===== src/rtl/stk_ren_pkg.sv =====
package stk_ren_pkg;

   typedef enum logic [2:0] {
      OPK_NOP  = 3'd0,
      OPK_PUSH = 3'd1,
      OPK_POP  = 3'd2,
      OPK_SWAP = 3'd3,
      OPK_ROT  = 3'd4,
      OPK_BIN  = 3'd5
   } opk_e;

endpackage


===== src/rtl/ren_op_decode.sv =====
module ren_op_decode
   import stk_ren_pkg::*;
#(
   parameter int STACK_DEPTH = 8,
   parameter int ROT_SPAN    = 3,
   localparam int DEP_W      = $clog2(STACK_DEPTH + 1)
) (
   input  logic             op_valid,
   input  logic [2:0]       op_kind,
   input  logic [DEP_W-1:0] depth,
   input  logic             fl_empty,
   output logic             stall,
   output logic             do_push,
   output logic             do_pop,
   output logic             do_swap,
   output logic             do_rot,
   output logic             do_bin
);

   logic blocked;
   logic full;

   assign full = (depth == DEP_W'(STACK_DEPTH));

   always_comb begin
      blocked = 1'b0;
      case (opk_e'(op_kind))
         OPK_PUSH: blocked = full || fl_empty;
         OPK_POP:  blocked = (depth < DEP_W'(1));
         OPK_SWAP: blocked = (depth < DEP_W'(2));
         OPK_ROT:  blocked = (depth < DEP_W'(ROT_SPAN));
         OPK_BIN:  blocked = (depth < DEP_W'(2)) || fl_empty;
         default:  blocked = 1'b0;
      endcase
   end

   assign stall   = op_valid && blocked;
   assign do_push = op_valid && !blocked && (op_kind == OPK_PUSH);
   assign do_pop  = op_valid && !blocked && (op_kind == OPK_POP);
   assign do_swap = op_valid && !blocked && (op_kind == OPK_SWAP);
   assign do_rot  = op_valid && !blocked && (op_kind == OPK_ROT);
   assign do_bin  = op_valid && !blocked && (op_kind == OPK_BIN);

endmodule


===== src/rtl/ren_free_list.sv =====
module ren_free_list #(
   parameter int NUM_TAGS = 16,
   localparam int TAG_W   = $clog2(NUM_TAGS),
   localparam int CNT_W   = $clog2(NUM_TAGS + 1)
) (
   input  logic             clk,
   input  logic             rst_n,
   input  logic             alloc,
   input  logic             rel_valid,
   input  logic [TAG_W-1:0] rel_tag,
   output logic [TAG_W-1:0] head_tag,
   output logic [CNT_W-1:0] count
);

   generate
      if ((1 << TAG_W) != NUM_TAGS) begin : g_bad_size
         $error("ren_free_list: NUM_TAGS must be a power of two");
      end
   endgenerate

   logic [TAG_W-1:0] slot [NUM_TAGS];
   logic [TAG_W-1:0] rd_ptr;
   logic [TAG_W-1:0] wr_ptr;

   assign head_tag = slot[rd_ptr];

   always_ff @(posedge clk) begin
      if (!rst_n) begin
         for (int i = 0; i < NUM_TAGS; i++) slot[i] <= TAG_W'(i);
         rd_ptr <= '0;
         wr_ptr <= '0;
         count  <= CNT_W'(NUM_TAGS);
      end else begin
         if (rel_valid) begin
            slot[wr_ptr] <= rel_tag;
            wr_ptr       <= wr_ptr + 1'b1;
         end
         if (alloc) rd_ptr <= rd_ptr + 1'b1;
         count <= count + CNT_W'(rel_valid) - CNT_W'(alloc);
      end
   end


   no_underflow_chk: assert property (@(posedge clk) disable iff (!rst_n)
      alloc |-> (count != '0));


   rel_room_chk: assert property (@(posedge clk) disable iff (!rst_n)
      rel_valid |-> (count != CNT_W'(NUM_TAGS)));


   same_cycle_count_chk: assert property (@(posedge clk) disable iff (!rst_n)
      (alloc && rel_valid) |=> (count == $past(count)));

endmodule


===== src/rtl/ren_map_stack.sv =====
module ren_map_stack #(
   parameter int STACK_DEPTH = 8,
   parameter int TAG_W       = 4,
   parameter int ROT_SPAN    = 3,
   localparam int DEP_W      = $clog2(STACK_DEPTH + 1)
) (
   input  logic             clk,
   input  logic             rst_n,
   input  logic             do_push,
   input  logic             do_pop,
   input  logic             do_swap,
   input  logic             do_rot,
   input  logic             do_bin,
   input  logic [TAG_W-1:0] new_tag,
   output logic [TAG_W-1:0] top_tag,
   output logic [TAG_W-1:0] sec_tag,
   output logic [DEP_W-1:0] depth
);

   generate
      if (STACK_DEPTH < 2) begin : g_bad_depth
         $error("ren_map_stack: STACK_DEPTH must be at least 2");
      end
      if (ROT_SPAN < 2 || ROT_SPAN > STACK_DEPTH) begin : g_bad_rot
         $error("ren_map_stack: ROT_SPAN must lie in 2..STACK_DEPTH");
      end
   endgenerate

   // index 0 is the top of stack
   logic [TAG_W-1:0] ent [STACK_DEPTH];
   logic [TAG_W-1:0] nxt [STACK_DEPTH];

   for (genvar i = 0; i < STACK_DEPTH; i++) begin : g_ent
      logic [TAG_W-1:0] above_v;
      logic [TAG_W-1:0] below_v;
      logic [TAG_W-1:0] swap_v;
      logic [TAG_W-1:0] rot_v;

      if (i == 0) begin : g_a0
         assign above_v = new_tag;
      end else begin : g_an
         assign above_v = ent[i-1];
      end

      if (i == STACK_DEPTH - 1) begin : g_bl
         assign below_v = '0;
      end else begin : g_bn
         assign below_v = ent[i+1];
      end

      if (i == 0) begin : g_s0
         assign swap_v = ent[1];
      end else if (i == 1) begin : g_s1
         assign swap_v = ent[0];
      end else begin : g_sn
         assign swap_v = ent[i];
      end

      if (i == 0) begin : g_r0
         assign rot_v = ent[ROT_SPAN-1];
      end else if (i < ROT_SPAN) begin : g_r1
         assign rot_v = ent[i-1];
      end else begin : g_rn
         assign rot_v = ent[i];
      end

      always_comb begin
         if (do_push)       nxt[i] = above_v;
         else if (do_pop)   nxt[i] = below_v;
         else if (do_swap)  nxt[i] = swap_v;
         else if (do_rot)   nxt[i] = rot_v;
         else if (do_bin)   nxt[i] = (i == 0) ? new_tag : below_v;
         else               nxt[i] = ent[i];
      end
   end

   always_ff @(posedge clk) begin
      if (!rst_n) begin
         for (int i = 0; i < STACK_DEPTH; i++) ent[i] <= '0;
         depth <= '0;
      end else begin
         for (int i = 0; i < STACK_DEPTH; i++) ent[i] <= nxt[i];
         if (do_push)               depth <= depth + 1'b1;
         else if (do_pop || do_bin) depth <= depth - 1'b1;
      end
   end

   assign top_tag = ent[0];
   assign sec_tag = ent[1];


   depth_bound_chk: assert property (@(posedge clk) disable iff (!rst_n)
      depth <= DEP_W'(STACK_DEPTH));


   rot_top_chk: assert property (@(posedge clk) disable iff (!rst_n)
      do_rot |=> (top_tag == $past(ent[ROT_SPAN-1])) && (sec_tag == $past(ent[0])));

endmodule


===== src/rtl/stack_renamer.sv =====
module stack_renamer
   import stk_ren_pkg::*;
#(
   parameter int NUM_PREGS   = 16,
   parameter int STACK_DEPTH = 8,
   parameter int ROT_SPAN    = 3,
   localparam int TAG_W      = $clog2(NUM_PREGS),
   localparam int DEP_W      = $clog2(STACK_DEPTH + 1),
   localparam int CNT_W      = $clog2(NUM_PREGS + 1)
) (
   input  logic             clk,
   input  logic             rst_n,
   input  logic             op_valid,
   input  logic [2:0]       op_kind,
   input  logic             rel_valid,
   input  logic [TAG_W-1:0] rel_tag,
   output logic             stall,
   output logic [TAG_W-1:0] src_a_tag,
   output logic [TAG_W-1:0] src_b_tag,
   output logic [TAG_W-1:0] dst_tag,
   output logic             dst_valid,
   output logic [DEP_W-1:0] stack_depth,
   output logic [CNT_W-1:0] free_count
);

   generate
      if (NUM_PREGS <= STACK_DEPTH) begin : g_bad_regs
         $error("stack_renamer: NUM_PREGS must exceed STACK_DEPTH");
      end
   endgenerate

   logic do_push, do_pop, do_swap, do_rot, do_bin;
   logic alloc;

   ren_op_decode #(
      .STACK_DEPTH (STACK_DEPTH),
      .ROT_SPAN    (ROT_SPAN)
   ) u_dec (
      .op_valid (op_valid),
      .op_kind  (op_kind),
      .depth    (stack_depth),
      .fl_empty (free_count == '0),
      .stall    (stall),
      .do_push  (do_push),
      .do_pop   (do_pop),
      .do_swap  (do_swap),
      .do_rot   (do_rot),
      .do_bin   (do_bin)
   );

   assign alloc     = do_push || do_bin;
   assign dst_valid = alloc;

   ren_free_list #(
      .NUM_TAGS (NUM_PREGS)
   ) u_free (
      .clk       (clk),
      .rst_n     (rst_n),
      .alloc     (alloc),
      .rel_valid (rel_valid),
      .rel_tag   (rel_tag),
      .head_tag  (dst_tag),
      .count     (free_count)
   );

   ren_map_stack #(
      .STACK_DEPTH (STACK_DEPTH),
      .TAG_W       (TAG_W),
      .ROT_SPAN    (ROT_SPAN)
   ) u_map (
      .clk     (clk),
      .rst_n   (rst_n),
      .do_push (do_push),
      .do_pop  (do_pop),
      .do_swap (do_swap),
      .do_rot  (do_rot),
      .do_bin  (do_bin),
      .new_tag (dst_tag),
      .top_tag (src_a_tag),
      .sec_tag (src_b_tag),
      .depth   (stack_depth)
   );


   push_top_chk: assert property (@(posedge clk) disable iff (!rst_n)
      (dst_valid && op_kind == OPK_PUSH) |=> (src_a_tag == $past(dst_tag)));


   swap_chk: assert property (@(posedge clk) disable iff (!rst_n)
      (op_valid && !stall && op_kind == OPK_SWAP) |=>
         (src_a_tag == $past(src_b_tag)) && (src_b_tag == $past(src_a_tag)));


   stall_hold_chk: assert property (@(posedge clk) disable iff (!rst_n)
      (op_valid && stall) |=>
         (stack_depth == $past(stack_depth)) && (src_a_tag == $past(src_a_tag)));

endmodule


===== config.mk =====
export PLATFORM = sky130hd
export DESIGN_NAME = stack_renamer
export DESIGN_NICKNAME = d
export VERILOG_FILES = /design/src/rtl/stk_ren_pkg.sv /design/src/rtl/ren_op_decode.sv /design/src/rtl/ren_free_list.sv /design/src/rtl/ren_map_stack.sv /design/src/rtl/stack_renamer.sv
export SDC_FILE = /design/constraint.sdc
export NUM_CORES = 1
export LEC_CHECK = 0
export ABC_AREA = 1
export BUFFER_PORTS_ARGS = -buffer_cell sky130_fd_sc_hd__buf_2
export CAP_MARGIN = 20
export CORE_MARGIN = 3
export CORE_UTILIZATION = 50
export DETAILED_ROUTE_END_ITERATION = 8
export GPL_ROUTABILITY_DRIVEN = 0
export GPL_TIMING_DRIVEN = 1
export PLACE_DENSITY = 0.67
export SLEW_MARGIN = 20
export SYNTH_ARGS = -nofsm -noshare
export SYNTH_HDL_FRONTEND = slang
export SYNTH_SLANG_ARGS = --single-unit

===== constraint.sdc =====
create_clock -name clk -period 2.55 [get_ports clk]
set_input_delay 0.255 -clock clk [delete_from_list [all_inputs] [get_ports clk]]
set_output_delay 0.255 -clock clk [all_outputs]
set_load 0.01 [all_outputs]

==> results.tsv <==
metric	value	unit
status	completed	
grt_pass1_wl	23400	um
first_iter_violations	399	
row_count	39	
clock_sinks	117	
dp_hpwl	9680	um
initial_core_util	0.516	
stdcell_count	938	
final.period_utilization	0.967	
peakVddDrop	0.481	mV
crit_type	register to register	
path_clk_slew	0.05	ns
nNetsFinal	808	
die_x	115	um
area_growth	15.0	%
timing.hold.ws	0.193	ns
dieHeight	115	um
io_pins	34	
slowest_delay	0.36	ns
slew_headroom	0.522	
final_core_util	0.594	
ys_ff_latch	117	
fillers	1039	
hp-class	input port to register	
critPathMaxFanout	5	
core	0.0116	mm^2
grt_max_degree	41	
synth_area_per_cell	7.88	um^2
syn-num-nets	783	
drv_slew	0	
fin_skew	0.00633	ns
root_buffer	clkbuf_16	
cp_num_buf_inv	4	
htree_num_levels	4	
fmax	406	MHz
critPathLaunchType	register	
portBuffers	33	
synth.most_common_cell	nand2_1	
synthDistinctLibCells	37	
dp.cells	904	
setup_viol	0	
firstDrtPassIters	5	
grt_pass1_vias	4860	
slowest_stage	dfxtp_4	
yosysSeqAreaShare	0.499	
drc	0	
num_vias	5121	
hold_viol	0	
critPathRequiredTime	2.84	ns
synth_ff_type	edfxtp_1	
cts_buffer_depth	2	
end_kind	register	
ant_nets	0	
drv_cap	0	
fin_setup_tns	0	ns
cp_cell_sequence	inv_4, ha_4, inv_2, nor2_4, nand3_2, a21oi_2, a21oi_4, nand3_4, inv_4, ha_4, inv_2, ha_4, fa_2, nand2_2, a21oi_2, o21ai_1, nand3b_1	
cp_top_family	adder cells	
async_flop_share	0	
antenna_found_initial	0	
grtUsageTotal	0.224	
ys_top_cells_by_area	edfxtp_1, dfxtp_1, nand2_1	
ys_warn_count	0	
tritoncts	yes	
stdcell_area	0.00687	mm^2
critPathMostFrequentCell	ha_4	
place_area	0.00625	mm^2
die-area	0.0133	mm^2
synth-edff-count	64	
wl_per_cell	14.9	um
postCtsHoldBufs	0	
ys_top_cells_by_count	nand2_1, nor2_1, inv_1, nand3_1, edfxtp_1	
drt_wl_total	14000	um
yosysTopAreaCell	edfxtp_1	
clk_latency	0.41	ns
drive_gt1_frac	0.135	
synthCells	758	
power_density	760	mW/mm^2
antennaDiodeCount	0	
synthDominantCellAreaShare	0.322	
cts_buffers	17	
post-route-min-period	2.47	ns
crit_arrival	2.76	ns
syn_area	0.00597	mm^2
vias_per_cell	5.46	
worst_slew_pin_slew	0.716	ns
grt_overflow	0	
grt_setup_unrepaired	yes	
p_leak	0.00273	uW
-- path summary, 6_finish.rpt --
kind	startpoint	to	slack, ns	cells after the start
worst max-delay path	u_map.depth[0]$_SDFFE_PN0P_	u_free.count[4]$_SDFF_PN1_	0.08	17
worst min-delay path	rel_valid	u_free.wr_ptr[1]$_SDFFE_PN0P_	0.19	3
worst max register to register	u_map.depth[0]$_SDFFE_PN0P_	u_free.count[4]$_SDFF_PN1_	0.08	17
worst min register to register	u_map.ent[0][30]$_SDFFE_PN0P_	u_map.ent[0][30]$_SDFFE_PN0P_	0.46	2
-- registers in the layout, summed over array words and instances, names as in the netlist, named ones only --
register,cells
u_free.count,5
u_free.rd_ptr,4
u_free.slot,64
u_free.wr_ptr,4
u_map.depth,4
u_map.ent,32
-- layout make-up --
type	count	area (um^2)	share of cell area
inverters	88	342	0.0497
well taps	143	179	0.0260
clock inverters	12	138	0.0200
repair buffers	48	278	0.0404
flip-flops and latches	117	2990	0.436
clock buffers	19	433	0.0630
multi-input cells	511	2510	0.365
-- worst reg2reg max path, stage by stage (launching register included) --
cell	delay [ns]
dfxtp_4	0.36
inv_4	0.07
ha_4	0.13
inv_2	0.04
nor2_4	0.12
nand3_2	0.10
a21oi_2	0.20
a21oi_4	0.05
nand3_4	0.11
inv_4	0.04
ha_4	0.25
inv_2	0.04
ha_4	0.15
fa_2	0.35
nand2_2	0.07
a21oi_2	0.06
o21ai_1	0.14
nand3b_1	0.08
-- per-stage QoR --
step | setup slack, ns | total power (uW)
6_report | 0.0839 | 5220
5_1_grt | -0.0573 | 5450
4_1_cts | 0.00731 | 5220
3_5_place_dp | 0.0166 | 2920
3_3_place_gp | 0.0826 | 2880
2_1_floorplan | 0.0133 | 2710
-- cell families (layout without fill, tap and decap cells) --
kind of cell             Yosys count  in the layout  synth area share
AND/OR/NAND/NOR                  401            401             0.282
AO/OA/AOI/OAI                     91             91            0.0897
XOR/XNOR                           5              5           0.00733
flip-flops                       117            117             0.499
adder cells (fa/ha/maj)           14             14            0.0306
buffers and inverters            130            167            0.0911
-- what timing repair did --
item | in CTS | in global routing
endpoints found under the hold margin | 0 | 0
setup endpoints to repair | 0 | 3
gates resized for setup | 0 | 8
setup buffers | 0 | 3
-- cell usage in the layout (no fill, tap or decap), types with 3 or more instances in the layout --
cell type    n
inv_1       77
nand4_1      7
o21ai_1     12
o21ai_0     27
clkinv_1     5
nand2_1    190
o211ai_1    12
buf_2       33
clkinv_2     4
inv_4        3
nor2_1     121
xor2_1       4
nand3b_1     4
ha_1        10
a21oi_2      5
ha_4         3
clkbuf_16   17
a21oi_1     28
nor3_1       4
buf_4       15
bufinv_16    3
inv_2        5
nand3_1     64
edfxtp_1    64
dfxtp_1     50
-- where the power goes --
part	internal [uW]	switching (uW)
combinational	283	494
sequential	2070	59.1
clock	1510	797
total	3870	1350
-- routing by layer --
layer  global-route usage  share of wire  up-vias
li1                     -              -     2503
met1                0.305           0.46     2384
met2                0.355           0.46      207
met3               0.0479          0.070       27
met4               0.0759          0.014        0
met5                    0              0        -
Note: power is estimated with default switching activity, not from simulation.
